--- src/rtl/rtc_pkg.sv ---
`timescale 1ns/1ps
package rtc_pkg;
   localparam int unsigned NIB_W      = 4;
   localparam int unsigned TIME_REGS  = 13;

   localparam logic [3:0] ADR_SEC_U  = 4'h0;
   localparam logic [3:0] ADR_SEC_T  = 4'h1;
   localparam logic [3:0] ADR_MIN_U  = 4'h2;
   localparam logic [3:0] ADR_MIN_T  = 4'h3;
   localparam logic [3:0] ADR_HR_U   = 4'h4;
   localparam logic [3:0] ADR_HR_T   = 4'h5;
   localparam logic [3:0] ADR_DAY_U  = 4'h6;
   localparam logic [3:0] ADR_DAY_T  = 4'h7;
   localparam logic [3:0] ADR_MON_U  = 4'h8;
   localparam logic [3:0] ADR_MON_T  = 4'h9;
   localparam logic [3:0] ADR_YR_U   = 4'hA;
   localparam logic [3:0] ADR_YR_T   = 4'hB;
   localparam logic [3:0] ADR_WEEK   = 4'hC;
   localparam logic [3:0] ADR_CTL_D  = 4'hD;
   localparam logic [3:0] ADR_CTL_E  = 4'hE;
   localparam logic [3:0] ADR_CTL_F  = 4'hF;

   localparam logic [1:0] PER_TICK64 = 2'd0;
   localparam logic [1:0] PER_SECOND = 2'd1;
   localparam logic [1:0] PER_MINUTE = 2'd2;
   localparam logic [1:0] PER_HOUR   = 2'd3;

   typedef logic [TIME_REGS-1:0][NIB_W-1:0] digit_bank_t;

   function automatic logic [6:0] bcd2bin(input logic [3:0] tens, input logic [3:0] units);
      return 7'(tens) * 7'd10 + 7'(units);
   endfunction

   function automatic logic [7:0] bcd_inc(input logic [7:0] v);
      if (v[3:0] >= 4'd9) return {v[7:4] + 4'd1, 4'd0};
      else                return {v[7:4], v[3:0] + 4'd1};
   endfunction

   function automatic logic [6:0] month_len(input logic [6:0] month, input logic leap);
      case (month)
         7'd2:                     return leap ? 7'd29 : 7'd28;
         7'd4, 7'd6, 7'd9, 7'd11:  return 7'd30;
         default:                  return 7'd31;
      endcase
   endfunction
endpackage

--- src/rtl/rtc_time_chain.sv ---
`timescale 1ns/1ps
module rtc_time_chain
   import rtc_pkg::*;
#(
   parameter int unsigned LEAP_RULE = 1
) (
   input  logic              clk,
   input  logic              rst_n,
   input  logic              step_i,
   input  logic              adjust_i,
   input  logic              clr_sec_i,
   input  logic              mode24_i,
   input  logic              wr_i,
   input  logic [3:0]        waddr_i,
   input  logic [NIB_W-1:0]  wdata_i,
   output digit_bank_t       digits_o,
   output logic              min_evt_o,
   output logic              hour_evt_o
);
   if (LEAP_RULE > 1) begin : g_bad_leap
      $error("rtc_time_chain: LEAP_RULE must be 0 or 1");
   end

   digit_bank_t q, nxt;
   logic c_min, c_hour, c_day, c_mon, c_year;
   logic leap;
   logic [6:0] yr_bin, day_bin, mon_bin, dim;
   logic [7:0] hr_inc;
   logic       pm;
   logic       plain_step;

   assign yr_bin  = bcd2bin(q[ADR_YR_T],  q[ADR_YR_U]);
   assign day_bin = bcd2bin(q[ADR_DAY_T], q[ADR_DAY_U]);
   assign mon_bin = bcd2bin(q[ADR_MON_T], q[ADR_MON_U]);

   if (LEAP_RULE == 1) begin : g_leap_every4
      assign leap = (yr_bin[1:0] == 2'b00);
   end else begin : g_leap_never
      assign leap = 1'b0;
   end

   assign dim        = month_len(mon_bin, leap);
   assign pm         = q[ADR_HR_T][2];
   assign hr_inc     = bcd_inc({2'b00, q[ADR_HR_T][1:0], q[ADR_HR_U]});
   assign plain_step = step_i & ~adjust_i & ~clr_sec_i;

   always_comb begin
      nxt    = q;
      c_min  = 1'b0;
      c_hour = 1'b0;
      c_day  = 1'b0;
      c_mon  = 1'b0;
      c_year = 1'b0;

      // seconds: clear, round, or count
      if (clr_sec_i) begin
         nxt[ADR_SEC_U] = 4'd0;
         nxt[ADR_SEC_T] = 4'd0;
      end else if (adjust_i) begin
         nxt[ADR_SEC_U] = 4'd0;
         nxt[ADR_SEC_T] = 4'd0;
         c_min          = (q[ADR_SEC_T] >= 4'd3);
      end else if (step_i) begin
         if ({q[ADR_SEC_T], q[ADR_SEC_U]} >= 8'h59) begin
            nxt[ADR_SEC_U] = 4'd0;
            nxt[ADR_SEC_T] = 4'd0;
            c_min          = 1'b1;
         end else begin
            {nxt[ADR_SEC_T], nxt[ADR_SEC_U]} = bcd_inc({q[ADR_SEC_T], q[ADR_SEC_U]});
         end
      end

      // minutes
      if (c_min) begin
         if ({q[ADR_MIN_T], q[ADR_MIN_U]} >= 8'h59) begin
            nxt[ADR_MIN_U] = 4'd0;
            nxt[ADR_MIN_T] = 4'd0;
            c_hour         = 1'b1;
         end else begin
            {nxt[ADR_MIN_T], nxt[ADR_MIN_U]} = bcd_inc({q[ADR_MIN_T], q[ADR_MIN_U]});
         end
      end

      // hours, 24-hour or 12-hour with PM flag in bit 2 of the tens nibble
      if (c_hour) begin
         if (mode24_i) begin
            if ({q[ADR_HR_T][1:0], q[ADR_HR_U]} >= 6'h23) begin
               nxt[ADR_HR_T] = 4'd0;
               nxt[ADR_HR_U] = 4'd0;
               c_day         = 1'b1;
            end else begin
               nxt[ADR_HR_T] = hr_inc[7:4];
               nxt[ADR_HR_U] = hr_inc[3:0];
            end
         end else begin
            if ({q[ADR_HR_T][1:0], q[ADR_HR_U]} == 6'h12) begin
               nxt[ADR_HR_T] = {1'b0, pm, 2'b00};
               nxt[ADR_HR_U] = 4'd1;
            end else if ({q[ADR_HR_T][1:0], q[ADR_HR_U]} == 6'h11) begin
               nxt[ADR_HR_T] = {1'b0, ~pm, 2'b01};
               nxt[ADR_HR_U] = 4'd2;
               c_day         = pm;
            end else begin
               nxt[ADR_HR_T] = hr_inc[7:4] | {1'b0, pm, 2'b00};
               nxt[ADR_HR_U] = hr_inc[3:0];
            end
         end
      end

      // day of month and day of week
      if (c_day) begin
         nxt[ADR_WEEK] = (q[ADR_WEEK] >= 4'd6) ? 4'd0 : q[ADR_WEEK] + 4'd1;
         if (day_bin >= dim) begin
            nxt[ADR_DAY_T] = 4'd0;
            nxt[ADR_DAY_U] = 4'd1;
            c_mon          = 1'b1;
         end else begin
            {nxt[ADR_DAY_T], nxt[ADR_DAY_U]} = bcd_inc({q[ADR_DAY_T], q[ADR_DAY_U]});
         end
      end

      // month
      if (c_mon) begin
         if (mon_bin >= 7'd12) begin
            nxt[ADR_MON_T] = 4'd0;
            nxt[ADR_MON_U] = 4'd1;
            c_year         = 1'b1;
         end else begin
            {nxt[ADR_MON_T], nxt[ADR_MON_U]} = bcd_inc({q[ADR_MON_T], q[ADR_MON_U]});
         end
      end

      // two-digit year
      if (c_year) begin
         if (yr_bin >= 7'd99) begin
            nxt[ADR_YR_T] = 4'd0;
            nxt[ADR_YR_U] = 4'd0;
         end else begin
            {nxt[ADR_YR_T], nxt[ADR_YR_U]} = bcd_inc({q[ADR_YR_T], q[ADR_YR_U]});
         end
      end

      // host write wins over counting for the addressed digit
      if (wr_i && (waddr_i < 4'(TIME_REGS))) nxt[waddr_i] = wdata_i;
   end

   always_ff @(posedge clk or negedge rst_n) begin
      if (!rst_n) begin
         q            <= '0;
         q[ADR_DAY_U] <= 4'd1;
         q[ADR_MON_U] <= 4'd1;
      end else begin
         q <= nxt;
      end
   end

   assign digits_o   = q;
   assign min_evt_o  = plain_step & c_min;
   assign hour_evt_o = plain_step & c_hour;
endmodule

--- src/rtl/rtc_period_gen.sv ---
`timescale 1ns/1ps
module rtc_period_gen
   import rtc_pkg::*;
(
   input  logic       clk,
   input  logic       rst_n,
   input  logic       tick64_i,
   input  logic       sec_i,
   input  logic       min_i,
   input  logic       hour_i,
   input  logic [1:0] sel_i,
   input  logic       latch_mode_i,
   input  logic       clr_i,
   output logic       flag_o
);
   logic evt;

   always_comb begin
      case (sel_i)
         PER_TICK64: evt = tick64_i;
         PER_SECOND: evt = sec_i;
         PER_MINUTE: evt = min_i;
         PER_HOUR:   evt = hour_i;
         default:    evt = 1'b0;
      endcase
   end

   always_ff @(posedge clk or negedge rst_n) begin
      if (!rst_n)                          flag_o <= 1'b0;
      else if (evt)                        flag_o <= 1'b1;
      else if (clr_i)                      flag_o <= 1'b0;
      else if (!latch_mode_i && tick64_i)  flag_o <= 1'b0;
   end
endmodule

--- src/rtl/nibble_rtc.sv ---
`timescale 1ns/1ps
module nibble_rtc
   import rtc_pkg::*;
#(
   parameter int unsigned ADDR_W    = 4,
   parameter int unsigned DATA_W    = 4,
   parameter int unsigned LEAP_RULE = 1
) (
   input  logic              clk,
   input  logic              rst_n,
   input  logic              tick_1hz,
   input  logic              tick_64hz,
   input  logic [ADDR_W-1:0] addr,
   input  logic [DATA_W-1:0] wdata,
   input  logic              wr_en,
   input  logic              rd_en,
   output logic [DATA_W-1:0] rdata,
   output logic              irq_out
);
   if (ADDR_W != 4) begin : g_bad_addr
      $error("nibble_rtc: ADDR_W must be 4");
   end
   if (DATA_W != NIB_W) begin : g_bad_data
      $error("nibble_rtc: DATA_W must equal the nibble width");
   end

   localparam logic [3:0] CTL_E_RST = 4'b0001;
   localparam logic [3:0] CTL_F_RST = 4'b0100;

   logic        hold_q, adj_q, pend_q;
   logic [3:0]  ctl_e_q, ctl_f_q;
   logic [3:0]  rdata_q;
   logic        wr_d, wr_e, wr_f;
   logic        stop_c, zero_c, mode24_c;
   logic        adj_go, do_step;
   logic        irq_flag, flag_clr;
   logic        min_evt, hour_evt;
   digit_bank_t time_digits;
   logic [3:0]  rd_mux;

   assign wr_d     = wr_en && (addr == ADR_CTL_D);
   assign wr_e     = wr_en && (addr == ADR_CTL_E);
   assign wr_f     = wr_en && (addr == ADR_CTL_F);
   assign stop_c   = ctl_f_q[1];
   assign zero_c   = ctl_f_q[0];
   assign mode24_c = ctl_f_q[2];

   assign adj_go   = adj_q & ~hold_q & ~stop_c & ~zero_c;
   assign do_step  = (tick_1hz | pend_q) & ~hold_q & ~stop_c & ~zero_c & ~adj_go;
   assign flag_clr = wr_d & ~wdata[2];

   always_ff @(posedge clk or negedge rst_n) begin
      if (!rst_n) begin
         hold_q  <= 1'b0;
         adj_q   <= 1'b0;
         pend_q  <= 1'b0;
         ctl_e_q <= CTL_E_RST;
         ctl_f_q <= CTL_F_RST;
      end else begin
         if (wr_d) hold_q <= wdata[0];
         if (wr_d && wdata[3]) adj_q <= 1'b1;
         else if (adj_go)      adj_q <= 1'b0;
         if (stop_c || zero_c) pend_q <= 1'b0;
         else if (do_step)     pend_q <= 1'b0;
         else if (tick_1hz)    pend_q <= 1'b1;
         if (wr_e) ctl_e_q <= wdata;
         if (wr_f) ctl_f_q <= wdata;
      end
   end

   rtc_time_chain #(.LEAP_RULE(LEAP_RULE)) u_chain (
      .clk        (clk),
      .rst_n      (rst_n),
      .step_i     (do_step),
      .adjust_i   (adj_go),
      .clr_sec_i  (zero_c),
      .mode24_i   (mode24_c),
      .wr_i       (wr_en),
      .waddr_i    (addr),
      .wdata_i    (wdata),
      .digits_o   (time_digits),
      .min_evt_o  (min_evt),
      .hour_evt_o (hour_evt)
   );

   rtc_period_gen u_period (
      .clk          (clk),
      .rst_n        (rst_n),
      .tick64_i     (tick_64hz),
      .sec_i        (do_step),
      .min_i        (min_evt),
      .hour_i       (hour_evt),
      .sel_i        (ctl_e_q[3:2]),
      .latch_mode_i (ctl_e_q[1]),
      .clr_i        (flag_clr),
      .flag_o       (irq_flag)
   );

   always_comb begin
      if (addr < 4'(TIME_REGS))       rd_mux = time_digits[addr];
      else if (addr == ADR_CTL_D)     rd_mux = {adj_q, irq_flag, do_step, hold_q};
      else if (addr == ADR_CTL_E)     rd_mux = ctl_e_q;
      else                            rd_mux = ctl_f_q;
   end

   always_ff @(posedge clk or negedge rst_n) begin
      if (!rst_n)     rdata_q <= '0;
      else if (rd_en) rdata_q <= rd_mux;
   end

   assign rdata   = rdata_q;
   assign irq_out = irq_flag & ~ctl_e_q[0];
endmodule

--- config.mk ---
export PLATFORM = sky130hd
export DESIGN_NAME = nibble_rtc
export DESIGN_NICKNAME = d
export VERILOG_FILES = /design/src/rtl/rtc_pkg.sv /design/src/rtl/rtc_time_chain.sv /design/src/rtl/rtc_period_gen.sv /design/src/rtl/nibble_rtc.sv
export SDC_FILE = /design/constraint.sdc
export NUM_CORES = 1
export LEC_CHECK = 0
export BUFFER_PORTS_ARGS = -buffer_cell sky130_fd_sc_hd__buf_2
export CAP_MARGIN = 25
export CORE_MARGIN = 10
export CORE_UTILIZATION = 63
export CTS_CLUSTER_DIAMETER = 40
export DETAILED_ROUTE_END_ITERATION = 16
export GPL_TIMING_DRIVEN = 1
export PLACE_DENSITY = 0.81
export REMOVE_ABC_BUFFERS = 1
export SLEW_MARGIN = 0
export SYNTH_ARGS = -nofsm -noshare
export SYNTH_HDL_FRONTEND = slang
export SYNTH_SLANG_ARGS = --single-unit
export TNS_END_PERCENT = 10
--- constraint.sdc ---
create_clock -name clk -period 5.2 [get_ports clk]
set_input_delay 0.78 -clock clk [delete_from_list [all_inputs] [get_ports clk]]
set_output_delay 0.78 -clock clk [all_outputs]
set_load 0.01 [all_outputs]
==> results of run 1 <==
-- final cells by class --
| cell class | instances | area (um2) | area share, % |
|---|---|---|---|
| timing repair buffer | 22 | 120 | 2.04 |
| sequential | 68 | 1710 | 28.9 |
| multi-input combinational | 484 | 3630 | 61.6 |
| tap | 108 | 135 | 2.29 |
| clock inverter | 7 | 67.6 | 1.15 |
| clock buffer | 9 | 124 | 2.10 |
| inverter | 30 | 113 | 1.91 |
-- through the flow --
| step | area, um2 | cells | utilization, % |
|---|---|---|---|
| 4_1_cts | 5890 | 727 | 68.2 |
| 6_report | 5900 | 728 | 68.3 |
| 3_5_place_dp | 5700 | 711 | 66.0 |
| 5_1_grt | 5900 | 728 | 68.3 |
| 2_1_floorplan | 5450 | 582 | - |
| 3_3_place_gp | 5700 | 711 | 66.0 |
-- power by group --
group	total, mW	internal (mW)	switching, mW
sequential	0.860	0.653	0.207
clock	0.441	0.218	0.223
combinational	1.04	0.470	0.572
-- cell usage after synthesis (all sizes together), types with 12 or more instances --
master,number
ha,52
nand2,75
dfrtp,64
o21ai,53
a21oi,26
xnor2,12
nor3,19
nand3,12
nand2b,13
clkbuf,15
inv,30
nor2,46
mux4,19
a31oi,12
mux2,13
-- flip-flops by register name, indices dropped and copies added, names as in the netlist --
name / count
adj_q: 1
ctl_e_q: 4
ctl_f_q: 4
hold_q: 1
pend_q: 1
rdata: 4
u_chain.digits_o: 52
u_period.flag_o: 1
-- path summary, 6_finish.rpt --
| path | startpoint | to | slack [ns] | cells past startpoint |
|---|---|---|---|---|
| max | u_chain.digits_o[36] | u_chain.digits_o[43] | 1.0 | 17 |
| min | rdata[0] | rdata[0] | 0.50 | 1 |
| max reg2reg | u_chain.digits_o[36] | u_chain.digits_o[43] | 1.0 | 17 |
| min reg2reg | rdata[0] | rdata[0] | 0.50 | 1 |
| max in group asynchronous | rst_n | u_chain.digits_o[44] | 3.99 | 2 |
| min in group asynchronous | rst_n | u_chain.digits_o[27] | 0.59 | 2 |
-- per-layer routing --
metal | routed length (um) | GRT usage [%] | vias to the layer above
met5 | 0 | 0 | -
met4 | 387 | 6.18 | 0
met3 | 1500 | 5.62 | 42
met2 | 6870 | 35.1 | 272
met1 | 5960 | 29.5 | 2405
li1 | - | - | 2229
-- cells by family after synthesis --
logic type | count (synthesis) | synth area share, %
xor+xnor | 20 | 3.16
compound gates | 152 | 17.7
mux | 36 | 11.1
fa+ha+maj | 58 | 13.9
buf+inv | 50 | 3.57
flops | 68 | 30.8
simple gates | 218 | 19.7
-- critical path, cell delays in order (launching register included) --
cell and delay [ns]:
dfrtp_1 0.47, ha_1 0.35, ha_1 0.30, and3_1 0.21, or3_1 0.37, a21o_1 0.19
o31ai_1 0.08, o21ai_0 0.15, ha_1 0.29, nand2b_1 0.09, a21oi_1 0.08, o31ai_1 0.26
a31oi_1 0.11, buf_4 0.19, nor3_1 0.34, clkbuf_4 0.29, o2111ai_1 0.13, a31oi_1 0.22
==> flow_summary.yaml, run 1 <==
status:
  status: "completed"
floorplanning:
  die_area_um2: 12900
  die_width_um: 114
  io_pins: 19
  initial_core_util_pct: 64.1
  core_um2: 8640
  rows: 34
  die_h_um: 114
grt:
  grt_max_degree: 69
  grt-ovfl-total: 0
  antenna_found_initial: 0
  grt_pass1_vias: 4736
  grt_pass1_wl_um: 23500
  grt_use_total_pct: 22.2
clock_network:
  cts.sinks: 68
  clkLatencyLatePin_ns: 0.37
  cts_buffer_depth: 2
  cts_hold_buf: 0
  root_buffer: "clkbuf_8"
  path_clk_slew_ns: 0.08
  post_cts_resized: 0
  cts_buffers: 9
  cts_htree_levels: 3
  post_cts_buffers: 0
  cts_tree: "built"
drt:
  drt-total-wl_um: 14700
  wl_per_cell_um: 20.2
  dr.pass1.iters: 5
  drt_iter0_markers: 375
  drc: 0
  vias: 4948
  ant_nets: 0
  post_drt_via_cell_ratio: 6.80
power_and_ir_drop:
  p_total_mw: 2.34
  power_leakage_nw: 2.48
  p_per_area_nw_per_um2: 397
  ir_drop_mv: 0.200
worst_setup_path:
  cp_max_fo: 11
  critPathRequiredTime_ns: 5.48
  end_kind: "register"
  path_class: "register to register"
  cp-start-kind: "register"
  arrival_ns: 4.49
yosys:
  synth_edf_count: 0
  synth_seq_cells: 68
  synth_area_um2: 5540
  syn_area_per_cell_um2: 9.19
  synth_area_leader_cell: "dfrtp_1"
  synthCells: 602
  ys_types: 68
  ys_seq_area_share_pct: 30.8
  synth_area_leaders: "dfrtp_1, ha_1, mux4_2, nand2_1, o21ai_0"
  ys_warn_count: 0
  synth.top_cell.area_share_pct: 28.9
  synth_ff_type: "dfrtp_1"
  ys_async_sr_fraction_pct: 100
finish:
  area_growth_syn_to_layout_pct: 6.53
  layout-drive-gt1-share_pct: 15.3
  n_fill_cell: 687
  num-nets-final: 687
  layout_commonest_cell: "nand2_1"
  n_antenna_cell: 0
  final_cell_mix: "nand2_1, dfrtp_1, o21ai_0, ha_1, nor2_1"
sta:
  min_period_ns: 4.20
  hold_violations: 0
  setup_viol_count_final: 0
  finalCritPeriodShare_pct: 80.8
  rsz0062_at_grt: "no"
  finalMaxSlewViolations: 0
  clock.fmax_mhz: 238
  fin_skew_ns: 0.00793
  slew_headroom_pct: 36.3
  setup-tns-final_ns: 0
  postLayoutSetupSlackWorst_ns: 0.997
  hold_ws_ns: 0.504
  tightest_slew_ns: 0.949
place:
  dp_hpwl_um: 10600
  gp_congestion: 0.949
  port-buffer-count: 18
  dp_slack_ns: 0.660
run:
  max-cap-violations: 0
worst_hold_path:
  hold_class: "register to register"
Power figures use the tool's default switching activity.
==> run 2: changes to the inputs <==
==> constraint.sdc (replaced) <==
create_clock -name clk -period 3.9 [get_ports clk]
set_input_delay 0.585 -clock clk [delete_from_list [all_inputs] [get_ports clk]]
set_output_delay 0.585 -clock clk [all_outputs]
set_load 0.01 [all_outputs]
==> run 2 against run 1 <==
Clock skew is 0.0022 ns higher. Flip-flop and latch count unchanged. Count of clock-buffer cells in the layout unchanged. Utilization rose by 1.8 points. Worst hold slack worse by 0.27 ns. Die area unchanged. Combinational power increased by 44%. Maximum frequency increased by 12%. Non-clock buffer count rose by 7. Register-to-register slack worse by 0.84 ns. Worst setup slack worse by 0.84 ns. Sequential power rose by 31%. Critical path type unchanged. Critical endpoint is now u_chain.digits_o[33]. Largest cell class unchanged.
==> flow_summary.yaml, run 2 (same netlist as run 1, synthesis figures left out) <==
status:
  status: "completed"
power_and_ir_drop:
  pwr-share-clk_pct: 19.2
  power_leakage_nw: 2.54
  p_switching_mw: 1.40
  p_per_area_nw_per_um2: 538
  ir_drop_mv: 0.290
  pwr-share-seq_pct: 34.8
  p_int_mw: 1.86
  sw_frac_of_total_pct: 43.0
  power.share.combinational_pct: 46.0
floorplanning:
  die_area_um2: 12900
  die_h_um: 114
  die_width_um: 114
  initial_core_util_pct: 64.1
  rows: 34
  core_um2: 8640
  io_pins: 19
finish:
  final_cell_mix: "nand2_1, dfrtp_1, ha_1"
  n_antenna_cell: 0
  fin_area_um2: 6060
  layout-drive-gt1-share_pct: 18.2
  area_growth_syn_to_layout_pct: 9.40
  largest_reg_flops: 52
  layout_commonest_cell: "nand2_1"
  num-nets-final: 694
  fin_util_pct: 70.1
sta:
  clock.fmax_mhz: 267
  finalCritPeriodShare_pct: 95.9
  setup_viol_count_final: 0
  tightest_slew_ns: 1.03
  finalMaxSlewViolations: 0
  hold_violations: 0
  slew_headroom_pct: 30.8
  postLayoutSetupSlackWorst_ns: 0.159
  fin_skew_ns: 0.0101
  min_period_ns: 3.74
grt:
  grt_pass1_vias: 4781
  grt_use_total_pct: 22.7
  grt-ovfl-total: 0
  grt_max_degree: 45
  grt_pass1_wl_um: 24000
  antenna_found_initial: 0
clock_network:
  cts_tree: "built"
  root_buffer: "clkbuf_8"
  cts_htree_levels: 3
  clkLatencyLatePin_ns: 0.36
  cts_buffer_depth: 2
  path_clk_slew_ns: 0.08
  cts_buffers: 9
  cts.sinks: 68
worst_setup_path:
  critPathRequiredTime_ns: 4.14
  cp-start-kind: "register"
  r2r_setup_slack_ns: 0.16
  cp_max_fo: 6
  end_kind: "register"
  path_class: "register to register"
  arrival_ns: 3.98
run:
  max-cap-violations: 0
drt:
  drc: 0
  wl_per_cell_um: 20.0
  drt_iter0_markers: 505
  vias: 4974
  drt-total-wl_um: 14700
  dr.pass1.iters: 5
  ant_nets: 0
  post_drt_via_cell_ratio: 6.77
worst_hold_path:
  hold_class: "primary input to async pin"
place:
  dp_slack_ns: -0.0356
  placed_area_um2: 5760
  dp_hpwl_um: 10500
  gp_congestion: 0.935
  port-buffer-count: 18
run 2: changes by cell type in the layout (fill, tap and decap cells not counted), moves of 3 or more:
cell / change
buf_4: +7
o21ai_0: -4
o21ai_1: +4
clkinv_2: -3
inv_6: +3
run 2: layer usage:
| metal | track usage (%) | part of all wire (%) | up-vias | wire length, um |
|---|---|---|---|---|
| met2 | 33.9 | 46 | 286 | 6770 |
| met5 | 0 | 0 | - | 0 |
| li1 | - | - | 2251 | - |
| met1 | 31.4 | 42 | 2407 | 6220 |
| met3 | 5.09 | 9.8 | 30 | 1440 |
| met4 | 8.71 | 2.0 | 0 | 292 |
run 2: final timing paths:
| kind | startpoint | endpoint | cells after the start |
|---|---|---|---|
| worst max register to register | u_chain.digits_o[38] | u_chain.digits_o[33] | 17 |
| worst min-delay path | rst_n | u_chain.digits_o[35] | 1 |
| worst max-delay path | u_chain.digits_o[38] | u_chain.digits_o[33] | 17 |
| min in group clk | rdata[3] | rdata[3] | 1 |
| max in group asynchronous | rst_n | ctl_e_q[0] | 2 |
| worst min register to register | rdata[3] | rdata[3] | 1 |
run 2: worst max-delay path, stage by stage, from the launching register on:
cell and delay (ns):
dfrtp_1 0.43, ha_4 0.30, ha_4 0.20, and3_1 0.21, or3_1 0.37, a21o_1 0.21
o31ai_2 0.07, o21ai_1 0.13, ha_1 0.27, nand2b_1 0.16, a21oi_2 0.17, o211ai_1 0.13
a31oi_1 0.18, buf_4 0.17, buf_6 0.14, or2_4 0.14, o21ai_1 0.08, mux2_2 0.27
run 2: final cells by class:
class,instances,area [um2]
clock buffer,9,124
timing repair buffer,29,176
fill,645,2580
clock inverter,7,82.6
multi-input combinational,484,3720
tap,108,135
sequential,68,1710
inverter,30,113
run 2: timing repair:
action | CTS | global route
setup endpoints to repair | 2 | 24
hold buffers | 0 | 0
setup buffers | 0 | 0
resized for setup | 1 | 19
hold endpoints to repair | 0 | 0
pin swaps | 0 | 5
run 2: power groups by stage:
stage / Clock [mW] / Combinational [mW] / Sequential, mW
6_report: 0.625 / 1.50 / 1.13
5_1_grt: 0.666 / 1.68 / 1.16
4_1_cts: 0.632 / 1.40 / 1.11
3_5_place_dp: 0 / 1.39 / 1.13
3_3_place_gp: 0 / 1.32 / 1.12
2_1_floorplan: 0 / 1.01 / 1.06
run 2: per-stage QoR:
step | hold slack (ns) | setup TNS, ns | cells | total power [mW]
2_1_floorplan | 0.289 | -0.293 | 582 | 2.07
3_3_place_gp | 0.484 | 0 | 719 | 2.43
3_5_place_dp | 0.492 | -0.0356 | 719 | 2.52
4_1_cts | 0.246 | 0 | 735 | 3.15
5_1_grt | 0.261 | -0.690 | 735 | 3.50
6_report | 0.234 | 0 | 735 | 3.26
==> run 3: changes to the inputs <==
--- a/config.mk
+++ b/config.mk
@@ -9,12 +9,13 @@
 export CAP_MARGIN = 25
 export CORE_MARGIN = 10
 export CORE_UTILIZATION = 63
+export CTS_BUF_LIST = sky130_fd_sc_hd__clkbuf_16
 export CTS_CLUSTER_DIAMETER = 40
 export DETAILED_ROUTE_END_ITERATION = 16
 export GPL_TIMING_DRIVEN = 1
 export PLACE_DENSITY = 0.81
 export REMOVE_ABC_BUFFERS = 1
-export SLEW_MARGIN = 0
+export SLEW_MARGIN = 5
 export SYNTH_ARGS = -nofsm -noshare
 export SYNTH_HDL_FRONTEND = slang
 export SYNTH_SLANG_ARGS = --single-unit
==> run 3 against run 2 <==
Wire length is 1.7% higher. Flip-flop and latch count stayed put. Maximum frequency is 1.0% lower. Sequential share of layout area is 0.44 points lower. Critical path depth stayed put. Largest power group unchanged. Total power is 7.2% higher.
==> flow_summary.yaml, run 3 (same netlist as run 1, synthesis figures left out) <==
worst_setup_path:
  critPathRequiredTime_ns: 4.11
  cp-start-kind: "register"
  r2r_cells: 17
  path_class: "register to register"
  r2r-end: "u_chain.digits_o[33]"
  arrival_ns: 3.99
  cp_max_fo: 6
  r2r_setup_slack_ns: 0.12
  worstSetupEndpoint: "u_chain.digits_o[33]"
  end_kind: "register"
  crit_start: "u_chain.digits_o[36]"
  r2r_start: "u_chain.digits_o[36]"
sta:
  min_period_ns: 3.78
  setup_viol_count_final: 0
  tightest_slew_ns: 0.957
  finalMaxSlewViolations: 0
  slew_headroom_pct: 35.7
  fin_skew_ns: 0.00786
  hold_violations: 0
  finalCritPeriodShare_pct: 96.9
  setup-tns-final_ns: 0
  clock.fmax_mhz: 265
grt:
  grt-ovfl-total: 0
  grt_pass1_wl_um: 24400
  grt_pass1_vias: 4782
  grt_max_degree: 45
  gr-usage-met2_pct: 35.5
  antenna_found_initial: 0
  grtUsageMet3_pct: 4.83
  grt.busiest_layer: "met2"
  grt_use_total_pct: 23.1
  grt.met1_usage_pct: 31.5
clock_network:
  clkLatencyLatePin_ns: 0.33
  cts_buffers: 9
  cts_tree: "built"
  cts_htree_levels: 3
  cts.sinks: 68
  cts_hold_buf: 0
  root_buffer: "clkbuf_16"
  cts_buffer_depth: 2
  post_cts_buffers: 0
  path_clk_slew_ns: 0.06
floorplanning:
  die_area_um2: 12900
  initial_core_util_pct: 64.1
  core_um2: 8640
  io_pins: 19
  die_h_um: 114
  rows: 34
  die_width_um: 114
power_and_ir_drop:
  p_int_mw: 2.06
  power.share.combinational_pct: 43.2
  pwr-share-seq_pct: 32.5
  p_total_mw: 3.49
  p_per_area_nw_per_um2: 568
  ir_drop_mv: 0.264
  pwr-share-clk_pct: 24.4
  sw_frac_of_total_pct: 41.1
  power_leakage_nw: 2.59
  p_switching_mw: 1.44
finish:
  layout-drive-gt1-share_pct: 18.0
  area_growth_syn_to_layout_pct: 11.1
  layout_commonest_cell: "nand2_1"
  n_antenna_cell: 0
  num-nets-final: 694
  final_cell_mix: "nand2_1, dfrtp_1, ha_1"
  fin_util_pct: 71.2
  largest_reg_flops: 52
drt:
  ant_nets: 0
  wl_per_cell_um: 20.4
  vias: 5012
  dr.pass1.iters: 7
  post_drt_via_cell_ratio: 6.82
  drc: 0
  drt_iter0_markers: 451
  drt-total-wl_um: 15000
place:
  port-buffer-count: 18
  dp_hpwl_um: 10500
  gp_congestion: 0.935
status:
  status: "completed"
run:
  max-cap-violations: 0
worst_hold_path:
  hold_class: "primary input to async pin"
[run 3: cell types whose count changed in the layout (fill, tap and decap cells not counted)]
cell / delta
clkbuf_8: -9
nor4b_1: +1
clkbuf_16: +9
nor4b_2: -1
[run 3: metrics by stage]
stage / instance area [um2] / instances / setup slack [ns] / hold WS (ns)
final: 6150 / 735 / 0.120 / 0.263
after floorplan: 5450 / 582 / -0.0796 / 0.289
after global placement: 5760 / 719 / 0.0942 / 0.484
after CTS: 6070 / 735 / 0.0237 / 0.279
after detailed placement: 5760 / 719 / -0.0356 / 0.492
after global routing: 6150 / 735 / -0.131 / 0.295
[run 3: cell type report]
cell class / instances / area, um2
clock buffers: 9 / 225
clock inverters: 7 / 82.6
fillers: 605 / 2480
inverters: 30 / 113
multi-input cells: 484 / 3710
flip-flops and latches: 68 / 1710
well taps: 108 / 135
repair buffers: 29 / 176
[run 3: how the worst min path moves through the flow]
stage	endpoint	cells after the start	from
floorplan	adj_q	0	rst_n
global placement	rdata[3]	1	rdata[3]
detailed placement	rdata[3]	1	rdata[3]
CTS	u_chain.digits_o[47]	1	rst_n
global route	u_chain.digits_o[22]	1	rst_n
finish	u_chain.digits_o[35]	1	rst_n
[run 3: power by group through the flow]
stage | Clock [mW] | Sequential, mW | Combinational [mW]
after global placement | 0 | 1.12 | 1.32
final | 0.852 | 1.13 | 1.51
after global routing | 0.886 | 1.16 | 1.68
after floorplan | 0 | 1.06 | 1.01
after detailed placement | 0 | 1.13 | 1.39
after CTS | 0.854 | 1.12 | 1.41
[run 3: critical path, stage by stage, from the launching register on]
cell      delay, ns
dfrtp_1        0.41
ha_4           0.26
ha_1           0.31
a21o_1         0.20
or3_1          0.35
a21o_1         0.22
o31ai_2        0.07
o21ai_1        0.12
ha_1           0.27
nand2b_1       0.16
a21oi_2        0.18
o211ai_1       0.13
a31oi_1        0.18
buf_4          0.18
buf_6          0.14
or2_4          0.14
o21ai_1        0.07
mux2_2         0.28
[run 3: timing repair]
item                                    CTS  global route
pin swaps                                 0             5
endpoints found under the setup margin    3            24
resized for setup                         2            17
endpoints found under the hold margin     0             0
[run 3: routing by layer]
metal / up-vias / routed length, um
met5: - / 0
met4: 0 / 417
met3: 52 / 1380
met2: 287 / 6980
met1: 2420 / 6200
li1: 2253 / -
